[config.mk]
export PLATFORM = sky130hd
export DESIGN_NAME = wdt_two_stage
export DESIGN_NICKNAME = d
export VERILOG_FILES = /design/src/rtl/wdt_pkg.sv /design/src/rtl/wdt_prescale.sv /design/src/rtl/wdt_delay.sv /design/src/rtl/wdt_ctrl.sv /design/src/rtl/wdt_two_stage.sv
export SDC_FILE = /design/constraint.sdc
export NUM_CORES = 1
export LEC_CHECK = 0
export CAP_MARGIN = 30
export CORE_MARGIN = 3
export CORE_UTILIZATION = 51
export DETAILED_ROUTE_END_ITERATION = 6
export PLACE_DENSITY = 0.74
export SYNTH_ARGS = -nofsm -noshare
export SYNTH_HDL_FRONTEND = slang
export SYNTH_HIERARCHICAL = 1
export SYNTH_SLANG_ARGS = --single-unit
export TNS_END_PERCENT = 1
[constraint.sdc]
create_clock -name clk_i -period 2.7 [get_ports clk_i]
set_input_delay 0.54 -clock clk_i [delete_from_list [all_inputs] [get_ports clk_i]]
set_output_delay 0.54 -clock clk_i [all_outputs]
set_load 0.05 [all_outputs]
[src/rtl/wdt_pkg.sv]
package wdt_pkg;

  typedef enum logic {
    WD_COUNT = 1'b0,
    WD_DELAY = 1'b1
  } wd_state_e;

  localparam logic [1:0] WD_SEL_DEFAULT = 2'd0;
  localparam int unsigned WD_TAPS       = 4;
  localparam int unsigned WD_TAP_STEP   = 3;

endpackage

[src/rtl/wdt_prescale.sv]
module wdt_prescale #(
  parameter int unsigned BASE_EXP = 12,
  parameter int unsigned CNT_W    = BASE_EXP + 9
) (
  input  logic       clk_i,
  input  logic       rst_n_i,
  input  logic       clr_i,
  input  logic       en_i,
  input  logic [1:0] sel_i,
  output logic       hit_o
);
  import wdt_pkg::*;

  logic [CNT_W-1:0]   cnt_q;
  logic [WD_TAPS-1:0] tap_hit;

  always_ff @(posedge clk_i or negedge rst_n_i) begin
    if (!rst_n_i) begin
      cnt_q <= '0;
    end else if (clr_i) begin
      cnt_q <= '0;
    end else if (en_i) begin
      cnt_q <= cnt_q + 1'b1;
    end
  end

  for (genvar g = 0; g < WD_TAPS; g++) begin : g_tap
    localparam int unsigned TAP_EXP = BASE_EXP + WD_TAP_STEP * g;
    localparam logic [CNT_W-1:0] TAP_LAST = CNT_W'((64'd1 << TAP_EXP) - 64'd1);
    assign tap_hit[g] = (cnt_q == TAP_LAST);
  end

  assign hit_o = tap_hit[sel_i];

endmodule

[src/rtl/wdt_delay.sv]
module wdt_delay #(
  parameter int unsigned DLY_EXP = 9
) (
  input  logic clk_i,
  input  logic rst_n_i,
  input  logic clr_i,
  input  logic en_i,
  output logic done_o
);

  logic [DLY_EXP-1:0] dcnt_q;

  always_ff @(posedge clk_i or negedge rst_n_i) begin
    if (!rst_n_i) begin
      dcnt_q <= '0;
    end else if (clr_i) begin
      dcnt_q <= '0;
    end else if (en_i) begin
      dcnt_q <= dcnt_q + 1'b1;
    end
  end

  assign done_o = &dcnt_q;

endmodule

[src/rtl/wdt_ctrl.sv]
module wdt_ctrl (
  input  logic       clk_i,
  input  logic       rst_n_i,
  input  logic       hit_i,
  input  logic       dly_done_i,
  input  logic       kick_i,
  input  logic       flag_clr_i,
  input  logic       sel_we_i,
  input  logic [1:0] sel_wdata_i,
  input  logic       rst_en_i,
  input  logic       rflag_clr_i,
  output logic [1:0] sel_o,
  output logic       irq_flag_o,
  output logic       rst_flag_o,
  output logic       rst_req_o,
  output logic       main_clr_o,
  output logic       main_en_o,
  output logic       dly_clr_o,
  output logic       dly_en_o
);
  import wdt_pkg::*;

  wd_state_e  state_q, state_d;
  logic [1:0] sel_q, sel_d;
  logic       irq_flag_q, irq_flag_d;
  logic       rst_flag_q, rst_flag_d;
  logic       rst_req_q;

  logic in_cnt, in_dly;
  logic expire, abort, dly_end, fire;

  assign in_cnt  = (state_q == WD_COUNT);
  assign in_dly  = (state_q == WD_DELAY);
  assign expire  = in_cnt & hit_i & ~kick_i & ~sel_we_i;
  assign abort   = in_dly & (kick_i | flag_clr_i);
  assign dly_end = in_dly & ~abort & dly_done_i;
  assign fire    = dly_end & rst_en_i;

  assign main_clr_o = kick_i | (in_cnt & sel_we_i) | expire | abort | dly_end;
  assign main_en_o  = in_cnt;
  assign dly_clr_o  = ~in_dly | abort | dly_end;
  assign dly_en_o   = in_dly;

  always_comb begin
    state_d = state_q;
    if (expire) begin
      state_d = WD_DELAY;
    end else if (abort || dly_end) begin
      state_d = WD_COUNT;
    end
  end

  always_comb begin
    sel_d = sel_q;
    if (fire) begin
      sel_d = WD_SEL_DEFAULT;
    end else if (sel_we_i) begin
      sel_d = sel_wdata_i;
    end
  end

  always_comb begin
    irq_flag_d = irq_flag_q;
    if (fire) begin
      irq_flag_d = 1'b0;
    end else if (expire) begin
      irq_flag_d = 1'b1;
    end else if (flag_clr_i) begin
      irq_flag_d = 1'b0;
    end
  end

  always_comb begin
    rst_flag_d = rst_flag_q;
    if (fire) begin
      rst_flag_d = 1'b1;
    end else if (rflag_clr_i) begin
      rst_flag_d = 1'b0;
    end
  end

  always_ff @(posedge clk_i or negedge rst_n_i) begin
    if (!rst_n_i) begin
      state_q    <= WD_COUNT;
      sel_q      <= WD_SEL_DEFAULT;
      irq_flag_q <= 1'b0;
      rst_flag_q <= 1'b0;
      rst_req_q  <= 1'b0;
    end else begin
      state_q    <= state_d;
      sel_q      <= sel_d;
      irq_flag_q <= irq_flag_d;
      rst_flag_q <= rst_flag_d;
      rst_req_q  <= fire;
    end
  end

  assign sel_o      = sel_q;
  assign irq_flag_o = irq_flag_q;
  assign rst_flag_o = rst_flag_q;
  assign rst_req_o  = rst_req_q;

endmodule

[src/rtl/wdt_two_stage.sv]
module wdt_two_stage #(
  parameter int unsigned BASE_EXP = 12,
  parameter int unsigned DLY_EXP  = 9
) (
  input  logic       clk_i,
  input  logic       rst_n_i,
  input  logic       sel_we_i,
  input  logic [1:0] sel_wdata_i,
  input  logic       irq_en_i,
  input  logic       rst_en_i,
  input  logic       kick_i,
  input  logic       flag_clr_i,
  input  logic       rflag_clr_i,
  output logic       irq_flag_o,
  output logic       irq_o,
  output logic       rst_flag_o,
  output logic       rst_req_o,
  output logic [1:0] sel_o
);
  import wdt_pkg::*;

  localparam int unsigned CNT_W = BASE_EXP + WD_TAP_STEP * (WD_TAPS - 1);

  logic       hit;
  logic       dly_done;
  logic       main_clr, main_en;
  logic       dly_clr, dly_en;
  logic [1:0] sel_q;
  logic       flag_q;

  wdt_prescale #(
    .BASE_EXP (BASE_EXP),
    .CNT_W    (CNT_W)
  ) u_prescale (
    .clk_i   (clk_i),
    .rst_n_i (rst_n_i),
    .clr_i   (main_clr),
    .en_i    (main_en),
    .sel_i   (sel_q),
    .hit_o   (hit)
  );

  wdt_delay #(
    .DLY_EXP (DLY_EXP)
  ) u_delay (
    .clk_i   (clk_i),
    .rst_n_i (rst_n_i),
    .clr_i   (dly_clr),
    .en_i    (dly_en),
    .done_o  (dly_done)
  );

  wdt_ctrl u_ctrl (
    .clk_i       (clk_i),
    .rst_n_i     (rst_n_i),
    .hit_i       (hit),
    .dly_done_i  (dly_done),
    .kick_i      (kick_i),
    .flag_clr_i  (flag_clr_i),
    .sel_we_i    (sel_we_i),
    .sel_wdata_i (sel_wdata_i),
    .rst_en_i    (rst_en_i),
    .rflag_clr_i (rflag_clr_i),
    .sel_o       (sel_q),
    .irq_flag_o  (flag_q),
    .rst_flag_o  (rst_flag_o),
    .rst_req_o   (rst_req_o),
    .main_clr_o  (main_clr),
    .main_en_o   (main_en),
    .dly_clr_o   (dly_clr),
    .dly_en_o    (dly_en)
  );

  assign sel_o      = sel_q;
  assign irq_flag_o = flag_q;
  assign irq_o      = flag_q & irq_en_i;

endmodule

==> flow_summary.yaml <==
run_status:
  status: "finished, final reports clean"
die:
  die_height_um: 66.99
  start_util_pct: 54.69
  dieArea_sq_mm: 0.004487
  core.rowCount: 21
  boundaryPins: 16
  die_w_um: 66.99
  coreArea_sq_mm: 0.003468
min_path:
  min_delay_path_depth: 1
  hold_end: "u_ctrl/rst_flag_o"
  hold_class: "reg2reg"
  hp-start: "u_ctrl/rst_flag_o"
global_routing:
  grt_use_met1_pct: 24.54
  antenna_found_initial: 0
  busiest_layer: "met2"
  gr-total-overflow: 0
  use_met2_pct: 33.79
  use_met3_pct: 5.565
  grt_pass1_vias: 1505
  grt_pass1_wl_um: 6893
  grt_max_degree: 37
  grt_usage_pct: 20.60
setup_path:
  worst_ep_arrival_time_ns: 2.92
  critPathKind: "reg2reg"
  crit_path_max_fanout: 8
  reg2reg_setup_slack_ns: 0.0002
  critPathMaxStageDelay_ns: 0.52
  reg2reg_depth: 10
  r2r-start: "u_prescale/cnt_q[14]"
  crit_required_ns: 2.92
  rr_endpoint: "u_prescale/cnt_q[17]"
  cp-start-kind: "flip-flop"
  cp_cell_sequence: "or4_1 -> o21a_1 -> o32ai_2 -> and3b_1 -> nor3_1 -> o21bai_2 -> o211ai_4 -> or2_4 -> or4_4 -> a21oi_2"
  crit_path_top_delay_cell: "or4_1"
  endpoint_kind: "flip-flop"
sta:
  slew_violations: 0
  tightest_slew_ns: 0.5410
  fin_crit_sh_pct: 99.99
  fin_worst_skew_ns: 0.007416
  hold_violations: 0
  setup_viol: 0
  post-route-min-period_ns: 2.700
  slew_headroom_pct: 63.85
  tns_ns: 0
  worst_slack_ns: 0.0001599
  rsz0062_at_grt: "yes"
  fmax_mhz: 370.4
cells_and_area:
  stdcell_count: 266
  fin_nets: 232
  n_antenna_cell: 0
  stdcell_area_sq_mm: 0.002305
  drive_gt1_share_pct: 17.27
  area.growth.synth_to_final_pct: 21.50
  finish.utilization_pct: 66.45
  fill_cells: 296
synthesis:
  ys_ff_latch: 36
  yosysUniqueCellTypes: 44
  syn_area_sq_mm: 0.001897
  dominantRegCellSynth: "dfrtp_1"
  yosysSeqAreaShare_pct: 47.49
  synth_top_area_cell: "dfrtp_1"
  async_flop_share_pct: 100.0
  syn_nets: 200
  yosys.area.top_type_share_pct: 47.49
  yosysMostFrequentCell: "dfrtp_1"
  synth-edff-count: 0
  synth_warnings: 6
  synthCells: 187
  synthTopCellsByCount: "36 x dfrtp_1, 20 x nor2_1, 12 x nand2_1"
  ys_top_cells_by_area: "dfrtp_1 47%, xor2_1 4.2%, nor2_1 4.0%, a21oi_1 2.9%, xnor2_1 2.8%"
  syn_avg_cell_area_sq_um: 10.14
run:
  maxCapViolCount: 0
placement:
  place_ws_ns: -0.1074
  place_inst: 258
  post_dp_cell_area_sq_mm: 0.002182
  io_buffers: 15
  place.gp.congestion: 0.7881
  hpwl_um: 2757
drt:
  wirelength_um: 3945
  num_vias: 1537
  drc_errors: 0
  drtIter0Drc: 89
  drt-wirelength-per-cell_um: 14.83
  firstDrtPassIters: 4
  vias_per_cell: 5.778
  ant_nets: 0
cts:
  cts_tree: "done"
  insertion_delay_ns: 0.28
  cts_buffers: 5
  cts_sinks: 36
  cts_root_buf: "clkbuf_8"
  htreeDepth: 2
  cts_buffer_depth: 2
  clkSlewWorstSetupHoldPaths_ns: 0.07
pwr:
  swShare_pct: 22.77
  p_leak_nw: 0.9727
  powerDensity_mw_per_mm2: 440.9
  pwr-share-seq_pct: 53.9
  peakVddDrop_uv: 480.5
  p_int_mw: 0.7848
  p_comb_share_pct: 7.8
  switchingPower_mw: 0.2313
  clkPwrFrac_pct: 38.3
[cell families (layout without fill, tap and decap cells)]
kind of cell	Yosys count	after routing	share of synthesized area (%)
xor gates and xnor gates	15	15	6.926
AOI/OAI and AO/OA	34	34	12.20
and+or+nand+nor	79	79	24.21
adders and majority gates	3	3	1.979
buffers and inverters	14	47	3.958
DFF	36	36	47.49
muxes	6	6	3.232
[final cells by class]
class | count | area [sq um] | share of cell area (%)
clock buffers | 8 | 90.09 | 3.909
flip-flops and latches | 36 | 902.1 | 39.14
inverters | 7 | 26.28 | 1.140
repair buffers | 32 | 275.3 | 11.94
multi-input cells | 137 | 953.4 | 41.37
well taps | 46 | 57.56 | 2.497
[flip-flops by register name, summed over array words and instances, names as in the netlist]
register,flops
u_ctrl/irq_flag_o,1
u_prescale/cnt_q,21
u_ctrl/rst_req_o,1
u_ctrl/dly_en_o,1
u_ctrl/rst_flag_o,1
u_delay/dcnt_q,9
u_ctrl/sel_o,2
[how the worst max path moves through the flow]
stage	end	slack, ns	startpoint	depth (start not counted)
global placement	u_prescale/cnt_q[19]	-0.01	u_prescale/cnt_q[14]	10
CTS	u_prescale/cnt_q[17]	0.01	u_prescale/cnt_q[14]	10
global route	u_prescale/cnt_q[17]	-0.13	u_prescale/cnt_q[14]	10
finish	u_prescale/cnt_q[17]	0.0002	u_prescale/cnt_q[14]	10
detailed placement	u_prescale/cnt_q[17]	-0.11	u_prescale/cnt_q[14]	10
floorplan	u_prescale/cnt_q[17]	-0.02	u_ctrl/sel_o[0]	12
[stage by stage]
step / hold slack, ns / power (mW)
CTS: 0.5077 / 1.031
detailed placement: 0.4869 / 0.6348
floorplan: 0.2444 / 0.5908
global placement: 0.4760 / 0.6326
global route: 0.5409 / 1.059
finish: 0.5051 / 1.016
[layout by cell type, fill, tap and decap left out, drive strengths merged, types with 2 or more instances in the layout]
cell type and count:
a21oi 11, a31oi 2, and3 3, and4 3
buf 18, clkbuf 8, clkdlybuf4s50 14, dfrtp 36
ha 3, inv 7, mux2i 5, nand2 12
nand3 6, nand4 8, nor2 20, nor3 4
nor3b 2, nor4 2, o211ai 3, o21ai 6
o31ai 5, or3 6, or4 6, or4b 2
xnor2 6, xor2 9
[power groups by stage]
stage          clock network (mW)  logic [mW]  registers, mW
2_1_floorplan                   0      0.0210          0.570
3_3_place_gp                    0      0.0747          0.558
3_5_place_dp                    0      0.0767          0.558
4_1_cts                     0.403      0.0794          0.548
5_1_grt                     0.425      0.0865          0.548
6_report                    0.389      0.0792          0.548
[critical path, delay by kind of cell, from the launching register on]
kind | cells | cell delay [ns]
flops | 1 | 0.38
simple gates | 5 | 1.57
compound gates | 5 | 0.67
[metal layers]
layer	part of all wire [%]	wire length, um	vias to the layer above
met3	2.8	111	10
met1	44	1731	752
li1	-	-	750
met2	50	1975	25
met4	3.2	125	0
met5	0	0	-
[what timing repair did]
action / in CTS / in global routing
pin swaps: 2 / 5
buffers inserted: 0 / 0
hold buffers: 0 / 0
endpoints found under the setup margin: 5 / 5
gates resized for setup: 3 / 4
No activity file was read; power rests on OpenSTA's default activity.
